## src/rtl/nor_pkg.sv

```systemverilog
package nor_pkg;
    typedef enum logic [3:0] {
        ST_IDLE, ST_ERS_SETUP, ST_PRG_SETUP, ST_PROT_SETUP,
        ST_ERASING, ST_PROGRAMMING, ST_PROTECTING,
        ST_ERS_SUSP, ST_PRG_SUSP
    } ctrl_state_t;

    typedef enum logic [1:0] {RM_ARRAY, RM_STATUS, RM_SIGN, RM_QUERY} read_mode_t;

    typedef enum logic [1:0] {OP_PROG, OP_ERASE, OP_PROTECT, OP_UNPROTECT} op_kind_t;

    localparam logic [7:0] CMD_RD_ARRAY  = 8'hFF;
    localparam logic [7:0] CMD_RD_STATUS = 8'h70;
    localparam logic [7:0] CMD_RD_SIGN   = 8'h90;
    localparam logic [7:0] CMD_RD_QUERY  = 8'h98;
    localparam logic [7:0] CMD_CLR_STAT  = 8'h50;
    localparam logic [7:0] CMD_ERASE     = 8'h20;
    localparam logic [7:0] CMD_PROG      = 8'h40;
    localparam logic [7:0] CMD_PROG_ALT  = 8'h10;
    localparam logic [7:0] CMD_PROT      = 8'h60;
    localparam logic [7:0] CMD_CONFIRM   = 8'hD0;
    localparam logic [7:0] CMD_PROT_SET  = 8'h01;
    localparam logic [7:0] CMD_SUSPEND   = 8'hB0;

    // error vector layout {erase_fail, prog_fail, pen_fail, blk_locked}
    function automatic logic [3:0] confirm_fault(op_kind_t k, logic stale,
                                                 logic pen_ok, logic blk_prot);
        logic ers_side;
        logic [3:0] f;
        ers_side = (k == OP_ERASE) || (k == OP_UNPROTECT);
        f = 4'b0000;
        if (stale)
            f = 4'b1100;
        else if (!pen_ok)
            f = {ers_side, !ers_side, 1'b1, 1'b0};
        else if (blk_prot && (k == OP_PROG || k == OP_ERASE))
            f = {ers_side, !ers_side, 1'b0, 1'b1};
        return f;
    endfunction
endpackage

```

## src/rtl/nor_busy_timer.sv

```systemverilog
module nor_busy_timer #(
    parameter int CNT_W = 4
) (
    input  logic             clk,
    input  logic             rst_n,
    input  logic             load,
    input  logic [CNT_W-1:0] load_val,
    input  logic             tick,
    output logic             expired
);
    logic [CNT_W-1:0] cnt;

    always_ff @(posedge clk) begin
        if (!rst_n)
            cnt <= '0;
        else if (load)
            cnt <= load_val;
        else if (tick && cnt != '0)
            cnt <= cnt - 1'b1;
    end

    assign expired = (cnt == '0);

    // a paused timer (suspend) keeps its remaining count
    p_timer_hold_r5: assert property (@(posedge clk) disable iff (!rst_n)
        (!load && !tick) |=> $stable(cnt));
endmodule

```

## src/rtl/nor_cell_array.sv

```systemverilog
module nor_cell_array #(
    parameter int NUM_BLOCKS      = 4,
    parameter int WORDS_PER_BLOCK = 8,
    parameter int DATA_W          = 16,
    localparam int OFF_W     = $clog2(WORDS_PER_BLOCK),
    localparam int BLK_W     = $clog2(NUM_BLOCKS),
    localparam int ADDR_W    = OFF_W + BLK_W,
    localparam int NUM_WORDS = NUM_BLOCKS * WORDS_PER_BLOCK
) (
    input  logic              clk,
    input  logic              rst_n,
    input  logic [ADDR_W-1:0] rd_addr,
    output logic [DATA_W-1:0] rd_data,
    input  logic [ADDR_W-1:0] chk_addr,
    output logic              chk_prot,
    input  logic [ADDR_W-1:0] op_addr,
    input  logic [DATA_W-1:0] op_data,
    input  logic              prog_en,
    input  logic              erase_en,
    input  logic              prot_set,
    input  logic              prot_clr_all
);
    logic [DATA_W-1:0]     mem [NUM_WORDS];
    logic [NUM_BLOCKS-1:0] prot;
    logic [BLK_W-1:0]      op_blk;

    assign op_blk = op_addr[ADDR_W-1:OFF_W];

    always_ff @(posedge clk) begin
        if (!rst_n) begin
            for (int i = 0; i < NUM_WORDS; i++) mem[i] <= '1;
        end else begin
            if (prog_en) mem[op_addr] <= mem[op_addr] & op_data;
            for (int i = 0; i < NUM_WORDS; i++)
                if (erase_en && (i / WORDS_PER_BLOCK) == int'(op_blk)) mem[i] <= '1;
        end
    end

    always_ff @(posedge clk) begin
        if (!rst_n)
            prot <= '0;
        else if (prot_clr_all)
            prot <= '0;
        else if (prot_set)
            prot[op_blk] <= 1'b1;
    end

    assign rd_data  = mem[rd_addr];
    assign chk_prot = prot[chk_addr[ADDR_W-1:OFF_W]];

    // the sequencer never commits a write into a locked block
    p_no_write_locked_r6: assert property (@(posedge clk) disable iff (!rst_n)
        (prog_en || erase_en) |-> !prot[op_blk]);
    // programming only ever clears bits
    p_prog_clears_only_r3: assert property (@(posedge clk) disable iff (!rst_n)
        prog_en |=> ((mem[$past(op_addr)] & ~$past(mem[op_addr])) == '0));
endmodule

```

## src/rtl/nor_cmd_ctrl.sv

```systemverilog
module nor_cmd_ctrl import nor_pkg::*; #(
    parameter int NUM_BLOCKS      = 4,
    parameter int WORDS_PER_BLOCK = 8,
    parameter int DATA_W          = 16,
    parameter int PROG_CYCLES     = 4,
    parameter int ERASE_CYCLES    = 8,
    localparam int OFF_W  = $clog2(WORDS_PER_BLOCK),
    localparam int BLK_W  = $clog2(NUM_BLOCKS),
    localparam int ADDR_W = OFF_W + BLK_W
) (
    input  logic              clk,
    input  logic              rst_n,
    input  logic [ADDR_W-1:0] bus_addr,
    input  logic [DATA_W-1:0] bus_wdata,
    input  logic              bus_we,
    output logic [DATA_W-1:0] bus_rdata,
    input  logic              prog_enable_ok,
    output logic              rdy
);
    localparam int MAX_CYC = (ERASE_CYCLES > PROG_CYCLES) ? ERASE_CYCLES : PROG_CYCLES;
    localparam int CNT_W   = $clog2(MAX_CYC + 1);

    ctrl_state_t state, nstate;
    read_mode_t  mode, nmode;
    op_kind_t    op_kind, nop_kind, cf_kind;
    logic [3:0]  err, nerr, fault;   // {sr5, sr4, sr3, sr1}
    logic [ADDR_W-1:0] op_addr, nop_addr;
    logic [DATA_W-1:0] op_data, nop_data, arr_rd;
    logic [7:0]  cmd, sr;
    logic        cf_req, cf_bad, chk_prot, busy_st;
    logic        tmr_load, tmr_tick, tmr_exp;
    logic        prog_en, erase_en, prot_set, prot_clr_all;
    logic [CNT_W-1:0] tmr_len;

    assign cmd     = bus_wdata[7:0];
    assign busy_st = (state == ST_ERASING) || (state == ST_PROGRAMMING) || (state == ST_PROTECTING);

    nor_cell_array #(.NUM_BLOCKS(NUM_BLOCKS), .WORDS_PER_BLOCK(WORDS_PER_BLOCK),
                     .DATA_W(DATA_W)) u_array (
        .clk(clk), .rst_n(rst_n), .rd_addr(bus_addr), .rd_data(arr_rd),
        .chk_addr(bus_addr), .chk_prot(chk_prot), .op_addr(op_addr), .op_data(op_data),
        .prog_en(prog_en), .erase_en(erase_en), .prot_set(prot_set),
        .prot_clr_all(prot_clr_all));

    nor_busy_timer #(.CNT_W(CNT_W)) u_timer (
        .clk(clk), .rst_n(rst_n), .load(tmr_load), .load_val(tmr_len),
        .tick(tmr_tick), .expired(tmr_exp));

    // classify the second cycle of a two-cycle sequence
    always_comb begin
        cf_req  = 1'b0;
        cf_bad  = 1'b0;
        cf_kind = OP_PROG;
        if (bus_we) begin
            unique case (state)
                ST_ERS_SETUP: begin
                    cf_req = 1'b1; cf_kind = OP_ERASE; cf_bad = (cmd != CMD_CONFIRM);
                end
                ST_PRG_SETUP: begin
                    cf_req = 1'b1; cf_kind = OP_PROG;
                end
                ST_PROT_SETUP: begin
                    cf_req  = 1'b1;
                    cf_kind = (cmd == CMD_CONFIRM) ? OP_UNPROTECT : OP_PROTECT;
                    cf_bad  = (cmd != CMD_CONFIRM) && (cmd != CMD_PROT_SET);
                end
                default: ;
            endcase
        end
        fault = confirm_fault(cf_kind, |err, prog_enable_ok, chk_prot);
    end

    // next-state and control decode
    always_comb begin
        nstate = state; nmode = mode; nerr = err;
        nop_kind = op_kind; nop_addr = op_addr; nop_data = op_data;
        tmr_load = 1'b0; tmr_tick = 1'b0; tmr_len = '0;
        prog_en = 1'b0; erase_en = 1'b0; prot_set = 1'b0; prot_clr_all = 1'b0;
        unique case (state)
            ST_IDLE, ST_ERS_SUSP, ST_PRG_SUSP: if (bus_we) begin
                unique case (cmd)
                    CMD_RD_ARRAY:  nmode = RM_ARRAY;
                    CMD_RD_STATUS: nmode = RM_STATUS;
                    CMD_RD_SIGN:   nmode = RM_SIGN;
                    CMD_RD_QUERY:  nmode = RM_QUERY;
                    CMD_CLR_STAT:  nerr  = 4'b0000;
                    CMD_ERASE: if (state == ST_IDLE) begin
                        nstate = ST_ERS_SETUP; nmode = RM_STATUS;
                    end
                    CMD_PROG, CMD_PROG_ALT: if (state == ST_IDLE) begin
                        nstate = ST_PRG_SETUP; nmode = RM_STATUS;
                    end
                    CMD_PROT: if (state == ST_IDLE) begin
                        nstate = ST_PROT_SETUP; nmode = RM_STATUS;
                    end
                    CMD_CONFIRM: if (state != ST_IDLE) begin
                        nstate = (state == ST_ERS_SUSP) ? ST_ERASING : ST_PROGRAMMING;
                        nmode  = RM_STATUS;
                    end
                    default: ;
                endcase
            end
            ST_ERS_SETUP, ST_PRG_SETUP, ST_PROT_SETUP: if (cf_req) begin
                nstate = ST_IDLE;
                nmode  = RM_STATUS;
                if (cf_bad)
                    nerr = err | 4'b1100;
                else if (fault != 4'b0000)
                    nerr = err | fault;
                else begin
                    nop_kind = cf_kind; nop_addr = bus_addr; nop_data = bus_wdata;
                    tmr_load = 1'b1;
                    unique case (cf_kind)
                        OP_PROG:  begin nstate = ST_PROGRAMMING; tmr_len = CNT_W'(PROG_CYCLES - 1); end
                        OP_ERASE: begin nstate = ST_ERASING;     tmr_len = CNT_W'(ERASE_CYCLES - 1); end
                        default:  begin nstate = ST_PROTECTING;  tmr_len = CNT_W'(PROG_CYCLES - 1); end
                    endcase
                end
            end
            ST_ERASING, ST_PROGRAMMING: begin
                if (bus_we && cmd == CMD_RD_STATUS) nmode = RM_STATUS;
                if (tmr_exp) begin
                    prog_en  = (state == ST_PROGRAMMING);
                    erase_en = (state == ST_ERASING);
                    nstate   = ST_IDLE;
                end else if (bus_we && cmd == CMD_SUSPEND) begin
                    nstate = (state == ST_ERASING) ? ST_ERS_SUSP : ST_PRG_SUSP;
                    nmode  = RM_STATUS;
                end else
                    tmr_tick = 1'b1;
            end
            ST_PROTECTING: begin
                if (bus_we && cmd == CMD_RD_STATUS) nmode = RM_STATUS;
                if (tmr_exp) begin
                    prot_set     = (op_kind == OP_PROTECT);
                    prot_clr_all = (op_kind == OP_UNPROTECT);
                    nstate       = ST_IDLE;
                end else
                    tmr_tick = 1'b1;
            end
            default: nstate = ST_IDLE;
        endcase
    end

    // state register
    always_ff @(posedge clk) begin
        if (!rst_n) begin
            state   <= ST_IDLE;
            mode    <= RM_ARRAY;
            err     <= 4'b0000;
            op_kind <= OP_PROG;
            op_addr <= '0;
            op_data <= '0;
        end else begin
            state   <= nstate;
            mode    <= nmode;
            err     <= nerr;
            op_kind <= nop_kind;
            op_addr <= nop_addr;
            op_data <= nop_data;
        end
    end

    // outputs
    always_comb begin
        rdy = !busy_st;
        sr  = {rdy, state == ST_ERS_SUSP, err[3], err[2], err[1],
               state == ST_PRG_SUSP, err[0], 1'b0};
        bus_rdata = '0;
        unique case (mode)
            RM_ARRAY:  bus_rdata = arr_rd;
            RM_STATUS: bus_rdata = DATA_W'(sr);
            RM_SIGN: begin
                if (bus_addr[OFF_W-1:0] == OFF_W'(0))      bus_rdata = DATA_W'(16'h0020);
                else if (bus_addr[OFF_W-1:0] == OFF_W'(1)) bus_rdata = DATA_W'(16'h0016);
            end
            RM_QUERY: begin
                if (bus_addr[OFF_W-1:0] == OFF_W'(0))      bus_rdata = DATA_W'(16'h0051);
                else if (bus_addr[OFF_W-1:0] == OFF_W'(1)) bus_rdata = DATA_W'(16'h0052);
                else if (bus_addr[OFF_W-1:0] == OFF_W'(2)) bus_rdata = DATA_W'(16'h0059);
            end
        endcase
    end

    // non-status writes during a protect leave the read mode alone
    p_protect_locks_mode_r11: assert property (@(posedge clk) disable iff (!rst_n)
        (state == ST_PROTECTING && bus_we && cmd != CMD_RD_STATUS) |=> (mode == $past(mode)));
    // a confirm with stale errors never starts an operation
    p_stale_err_blocks_r10: assert property (@(posedge clk) disable iff (!rst_n)
        (cf_req && err != 4'b0000) |=> rdy);
    // a clean program confirm drops rdy on the next cycle
    p_prog_starts_r3: assert property (@(posedge clk) disable iff (!rst_n)
        (state == ST_PRG_SETUP && bus_we && err == 4'b0000 && prog_enable_ok && !chk_prot)
        |=> !rdy);
    // resuming a suspended erase returns to the busy erase state
    p_resume_erase_r5: assert property (@(posedge clk) disable iff (!rst_n)
        (state == ST_ERS_SUSP && bus_we && cmd == CMD_CONFIRM) |=> (state == ST_ERASING && !rdy));
endmodule

```

## config.mk

```make
export PLATFORM = sky130hd
export DESIGN_NAME = nor_cmd_ctrl
export DESIGN_NICKNAME = d
export VERILOG_FILES = /design/src/rtl/nor_pkg.sv /design/src/rtl/nor_busy_timer.sv /design/src/rtl/nor_cell_array.sv /design/src/rtl/nor_cmd_ctrl.sv
export SDC_FILE = /design/constraint.sdc
export NUM_CORES = 1
export LEC_CHECK = 0
export BUFFER_PORTS_ARGS = -buffer_cell sky130_fd_sc_hd__buf_2
export CAP_MARGIN = 20
export CORE_AREA = 2 2 313 315
export CTS_CLUSTER_SIZE = 28
export DETAILED_ROUTE_END_ITERATION = 10
export DIE_AREA = 0 0 315 317
export PLACE_DENSITY = 0.44
export SYNTH_ARGS = -nofsm -noshare
export SYNTH_HDL_FRONTEND = slang
export SYNTH_SLANG_ARGS = --single-unit
```

## constraint.sdc

```tcl
create_clock -name clk -period 4.08 [get_ports clk]
set_clock_uncertainty 0.15 [all_clocks]
set_input_delay 0.408 -clock clk [delete_from_list [all_inputs] [get_ports clk]]
set_output_delay 0.408 -clock clk [all_outputs]
set_load 0.005 [all_outputs]
```

### Word level (Yosys, flattened, before mapping)

Memories as Yosys holds them, arrays and structs flattened. A register that Yosys moved wholly into a read port is not among the register bits.
Cells that the tools add are included.

| cells by class | value |
|---|---|
| add/subtract/negate cells | 1 |
| multiply operators | 0 |
| divide/modulo/power cells | 0 |
| magnitude comparators | 3 |
| eq/ne operators | 48 |
| shifts and indexed selects | 0 |
| muxes and demuxes | 127 |
| bitwise operators | 38 |
| reductions and logical operators | 41 |

Operator list:

| cell | count |
|---|---|
| 16-bit two-way mux | 33 |
| 4-bit two-way mux | 20 |
| 16-bit one-hot mux with 4 select lines | 1 |
| 8-bit equality test, second input constant | 5 |
| 1-bit two-way mux | 39 |
| 8-bit by 7-bit equality test with 1-bit output, second input constant | 4 |
| 1-bit bitwise OR | 32 |
| 4-bit one-hot mux with 4 select lines | 2 |
| 3-bit two-way mux | 7 |
| 7-bit two-way mux | 3 |
| 5-bit two-way mux | 4 |
| 3-bit inequality test, second input constant | 6 |
| 16-bit bitwise AND | 1 |
| 4-bit by 3-bit equality test with 1-bit output, second input constant | 4 |
| 2-bit two-way mux | 8 |
| 4-bit nonzero test | 4 |
| 16-bit OR reduction | 1 |
| 2-bit one-hot mux with 6 select lines | 1 |
| 6-bit AND reduction | 2 |
| 2-bit equality test, second input constant | 5 |
| 1-bit logical AND | 10 |
| 9-bit AND reduction | 1 |
| 4-bit by 2-bit equality test with 1-bit output, second input constant | 2 |
| 8-bit by 5-bit equality test with 1-bit output, second input constant | 1 |
| other kinds (38) | 62 |

| storage, ports and cells | value |
|---|---|
| register bits | 41 |
| bits in latches | 0 |
| bits in writable memories | 512 |
| ROM bits | 0 |
| input port bits | 25 |
| output and inout port bits | 17 |
| logic and storage cells | 268 |
| memories | 1 |

Memories:

| name | depth | bits a word | rd ports | clocked after Yosys merged registers in | wr ports | RTL line | RTL |
|---|---|---|---|---|---|---|---|
| u_array.mem | 32 | 16 | 2 | 1 | 32 | nor_cell_array.sv:23 | `logic [DATA_W-1:0] mem [NUM_WORDS];` |

### Depth between registers and ports, before layout

| logic depth | value |
|---|---|
| word-level depth | 16 |
| depth in mapped cells | 11 |

### Cells and area by module

Synthesis repeated with hierarchy kept, for this count alone.

| unflattened totals | value |
|---|---|
| cells, all modules | 2413 |
| area total of the unflattened synthesis | 29555.8 um^2 |

Modules (own cells, without submodules):

| module | instances | cells each | area each (um^2) | sequential area each (um^2) |
|---|---|---|---|---|
| nor_cell_array | 1 | 2088 | 27148.5 | 15454.8 |
| nor_cmd_ctrl | 1 | 294 | 2150.8 | 660.6 |
| nor_busy_timer | 1 | 31 | 256.5 | 80.1 |

### Least setup slack after synthesis

Ideal clock, no wire load.

| path | value |
|---|---|
| path kind | reg2reg |
| start | register u_timer.cnt[0] |
| end | memory u_array.mem[24][0] (enable) |
| setup time | 0.411 ns |
| arrival | 2.967 ns |
| data required time | 3.519 ns |
| slack | 0.551 ns |
| stages on the path, launching flop included | 9 |
| path buffers | 1 |
| path through | dfxtp_1 -> inv_1 -> ha_1 -> or3b_1 -> clkbuf_1 -> nor2_2 -> and4b_1 -> nand3_1 -> o21ai_0 |

RTL lines:

| what | RTL line | RTL |
|---|---|---|
| start: declaration | nor_busy_timer.sv:11 | `logic [CNT_W-1:0] cnt;` |
| start signal: assignment | nor_busy_timer.sv:17 | `cnt <= load_val;` |
| start signal: assignment | nor_busy_timer.sv:19 | `cnt <= cnt - 1'b1;` |
| end: declaration | nor_cell_array.sv:23 |  |

==> reports/qor.yml <==
post_cts_buffers: 0
finalCriticalPeriod_ns: 3.60
viasPerCell: 5.62
p_sw_mw: 2.88
cp.arrival_ns: 3.80
maxCapViolCount: 0
htreeDepth: 3
cpPeakStageDelay_ns: 0.66
core_um2: 96300
grt_pass1_wl_um: 150000
fin_tns_setup_ns: 0
path_cells: "inv_1 -> ha_1 -> or3b_1 -> nor2_2 -> and4b_1 -> nand2_1 -> nor2_1 -> buf_4 -> nand2_1"
start_kind: "register"
grt_usage_pct: 21.1
drive_above_1_share_pct: 26.9
synth_cells: 2107
dpl_cell_area_um2: 31000
synth_area_um2: 28700
leakagePower_nw: 7.94
drt-total-wl_um: 105000
crit_path_end_kind: "register"
p_clk_share_pct: 45.8
hold_ws_ns: 0.0381
ys_top_cells_by_area: "edfxtp_1, mux4_2, nand2_1"
hp-class: "input pin to register"
yosys_warnings: 0
grt_max_degree: 58
synth_largest_area_cell: "edfxtp_1"
relSlewSlack_pct: 26.7
path_clk_slew_ns: 0.06
via_count: 19700
tightest_slew_ns: 1.10
crit_type: "register to register"
clk_path_buf_depth: 3
portBuffers: 41
n_antenna_cell: 0
postSynth.asyncResetShare_pct: 0
rows: 114
finalInstanceArea_um2: 33200
synth_cell_type_count: 74
start_util_pct: 29.8
syn_nets: 2133
crit_path_frequent_cell: "nand2_1"
crit_buf_inv: 2
cellPowerDensity_nw_per_um2: 378
wl_per_cell_um: 29.8
dieWidth_um: 315
syn2layout_area_growth_pct: 15.6
run_status: "finished, final reports clean"
critPathSlowestCell: "nor2_1"
fin_nets: 2211
power.share.sequential_pct: 49.6
ys_seq_elements: 558
hold_violations: 0
p_comb_share_pct: 4.6
sw_frac_of_total_pct: 23.0
drt_first_pass_iters: 6
syn_area_per_cell_um2: 13.6
power.internal_mw: 9.66
grt-ovfl-total: 0
antenna_found_initial: 1
ys.flop_type: "edfxtp_1"
cts.sinks: 558
cpLargestDelayFamily: "simple AND/OR/NAND/NOR gates"
cts-buffers-inserted: 67
n_fill_cell: 9352
cts-root-buf: "clkbuf_16"
grt_pass1_vias: 19800
fin_crit_sh_pct: 88.2
routabilityCongestion: 0.846
clock_latency_ns: 0.62
rsz0062_at_grt: "no"
first_iter_violations: 2197
pin_count: 42
cts_tree: "built"
drc: 0
synth_edf_count: 512
critPathMaxFanout: 10
die_h_um: 317
synth.top_cell.area_share_pct: 53.6
dieArea_um2: 99900
final-setup-viol-count: 0
timing.final.max_slew_violations: 0
fmax_mhz: 278
vdd_drop_max_uv: 217
worst_ep_required_time_ns: 4.28
postRouteAntennaNets: 0
yosysSeqAreaShare_pct: 56.8
hpwlAfterDp_um: 71300
[worst min-delay path, cell delays in order]
cell and delay (ns):
buf_2 0.16, nand2_1 0.11, a21oi_2 0.06
[kinds of logic after synthesis]
family | share of synthesized area, %
AND/OR/NAND/NOR | 11.4
flip-flops | 56.8
multiplexers | 23.4
AO/OA/AOI/OAI | 5.15
buffers and inverters | 3.20
XOR/XNOR | 0.0916
adder cells (fa/ha/maj) | 0.0436
[layer usage]
metal  wire length, um  GRT usage, %  vias up
li1                  -             -     8245
met1             44300          29.3    10500
met2             50000          34.0      857
met3              7110          3.03      153
met4              3270          6.75        0
met5                 0             0        -
[flip-flops by register name (all words and copies together) (netlist names), named ones only]
| signal | flops |
|---|---|
| op_data | 16 |
| u_array.prot | 4 |
| err | 4 |
| state | 4 |
| u_timer.cnt | 4 |
| op_kind | 2 |
| u_array.mem | 512 |
| op_addr | 5 |
| mode | 2 |
[synthesized netlist by cell type (5+ instances only)]
master,count
buf_1,15
o22ai_1,6
nor2b_1,13
nor2_2,5
buf_2,85
dfxtp_1,46
and2_1,10
a2111oi_0,6
o32ai_1,10
a211oi_1,10
nand4_1,6
a31oi_1,6
o221ai_1,13
o21ai_0,45
a22oi_1,30
mux4_2,272
edfxtp_1,512
nand2_1,603
inv_1,13
nor3_1,17
nand2b_1,8
a22o_1,8
clkbuf_1,90
nand3_1,25
a21oi_1,49
mux2i_1,56
nor2_1,74
[metrics by stage]
| stage | worst slack [ns] | power [mW] | utilization, % | std cells |
|---|---|---|---|---|
| 6_report | 0.482 | 12.5 | 34.4 | 3512 |
| 3_5_place_dp | 0.521 | 6.91 | 32.2 | 3379 |
| 3_3_place_gp | 0.569 | 6.90 | 32.2 | 3379 |
| 4_1_cts | 0.532 | 12.7 | 34.4 | 3511 |
| 2_1_floorplan | 0.551 | 6.64 | - | 2107 |
| 5_1_grt | 0.367 | 12.9 | 34.4 | 3512 |
[worst paths after layout]
| kind | end | slack [ns] | cells past startpoint | from |
|---|---|---|---|---|
| max | u_array.mem[0][6] | 0.48 | 9 | u_timer.cnt[0] |
| min | op_data[3] | 0.04 | 3 | bus_wdata[3] |
| max reg2reg | u_array.mem[0][6] | 0.48 | 9 | u_timer.cnt[0] |
| min reg2reg | u_array.prot[0] | 0.32 | 2 | u_array.prot[0] |
[layout make-up]
cell class	count	area, um2	share of cell area, %
clock buffers	92	1820	5.50
clock inverters	28	229	0.690
inverters	14	52.6	0.158
multi-input cells	1340	11600	34.9
flip-flops and latches	558	16300	49.2
well taps	1276	1600	4.81
repair buffers	204	1590	4.79
[timing repair]
| action | CTS | global route |
|---|---|---|
| resized for setup | 0 | 0 |
| endpoints found under the hold margin | 12 | 0 |
| hold buffers | 12 | 0 |
[cells in the final DEF (no fill, tap or decap), types with 4 or more instances in the layout]
cell / n
nand2_1: 603
clkinv_2: 10
nand4_1: 6
o21ai_2: 25
buf_12: 9
a2111oi_0: 6
buf_2: 38
inv_1: 13
clkbuf_16: 69
a22oi_1: 30
nor3_1: 16
mux2i_1: 56
a21oi_2: 4
a31oi_1: 6
nor2_1: 74
o22ai_1: 6
a211oi_1: 10
a22o_1: 8
nand2b_1: 8
dfxtp_1: 42
clkinv_1: 10
nor2_2: 5
mux4_2: 272
nor2b_1: 13
edfxtp_1: 512
o32ai_1: 10
a21oi_1: 49
a32oi_1: 4
nand3_1: 25
buf_4: 143
clkbuf_1: 22
o21ai_1: 8
dlygate4sd3_1: 12
o221ai_1: 13
and2_1: 10
o21ai_0: 13
[power groups by stage]
stage | clock network [mW] | registers [mW] | logic [mW]
global placement | 0 | 6.34 | 0.563
floorplan | 0 | 6.35 | 0.292
CTS | 5.86 | 6.22 | 0.579
finish | 5.75 | 6.22 | 0.574
global route | 6.09 | 6.21 | 0.607
detailed placement | 0 | 6.34 | 0.569
(Power assumes the default switching activity.)
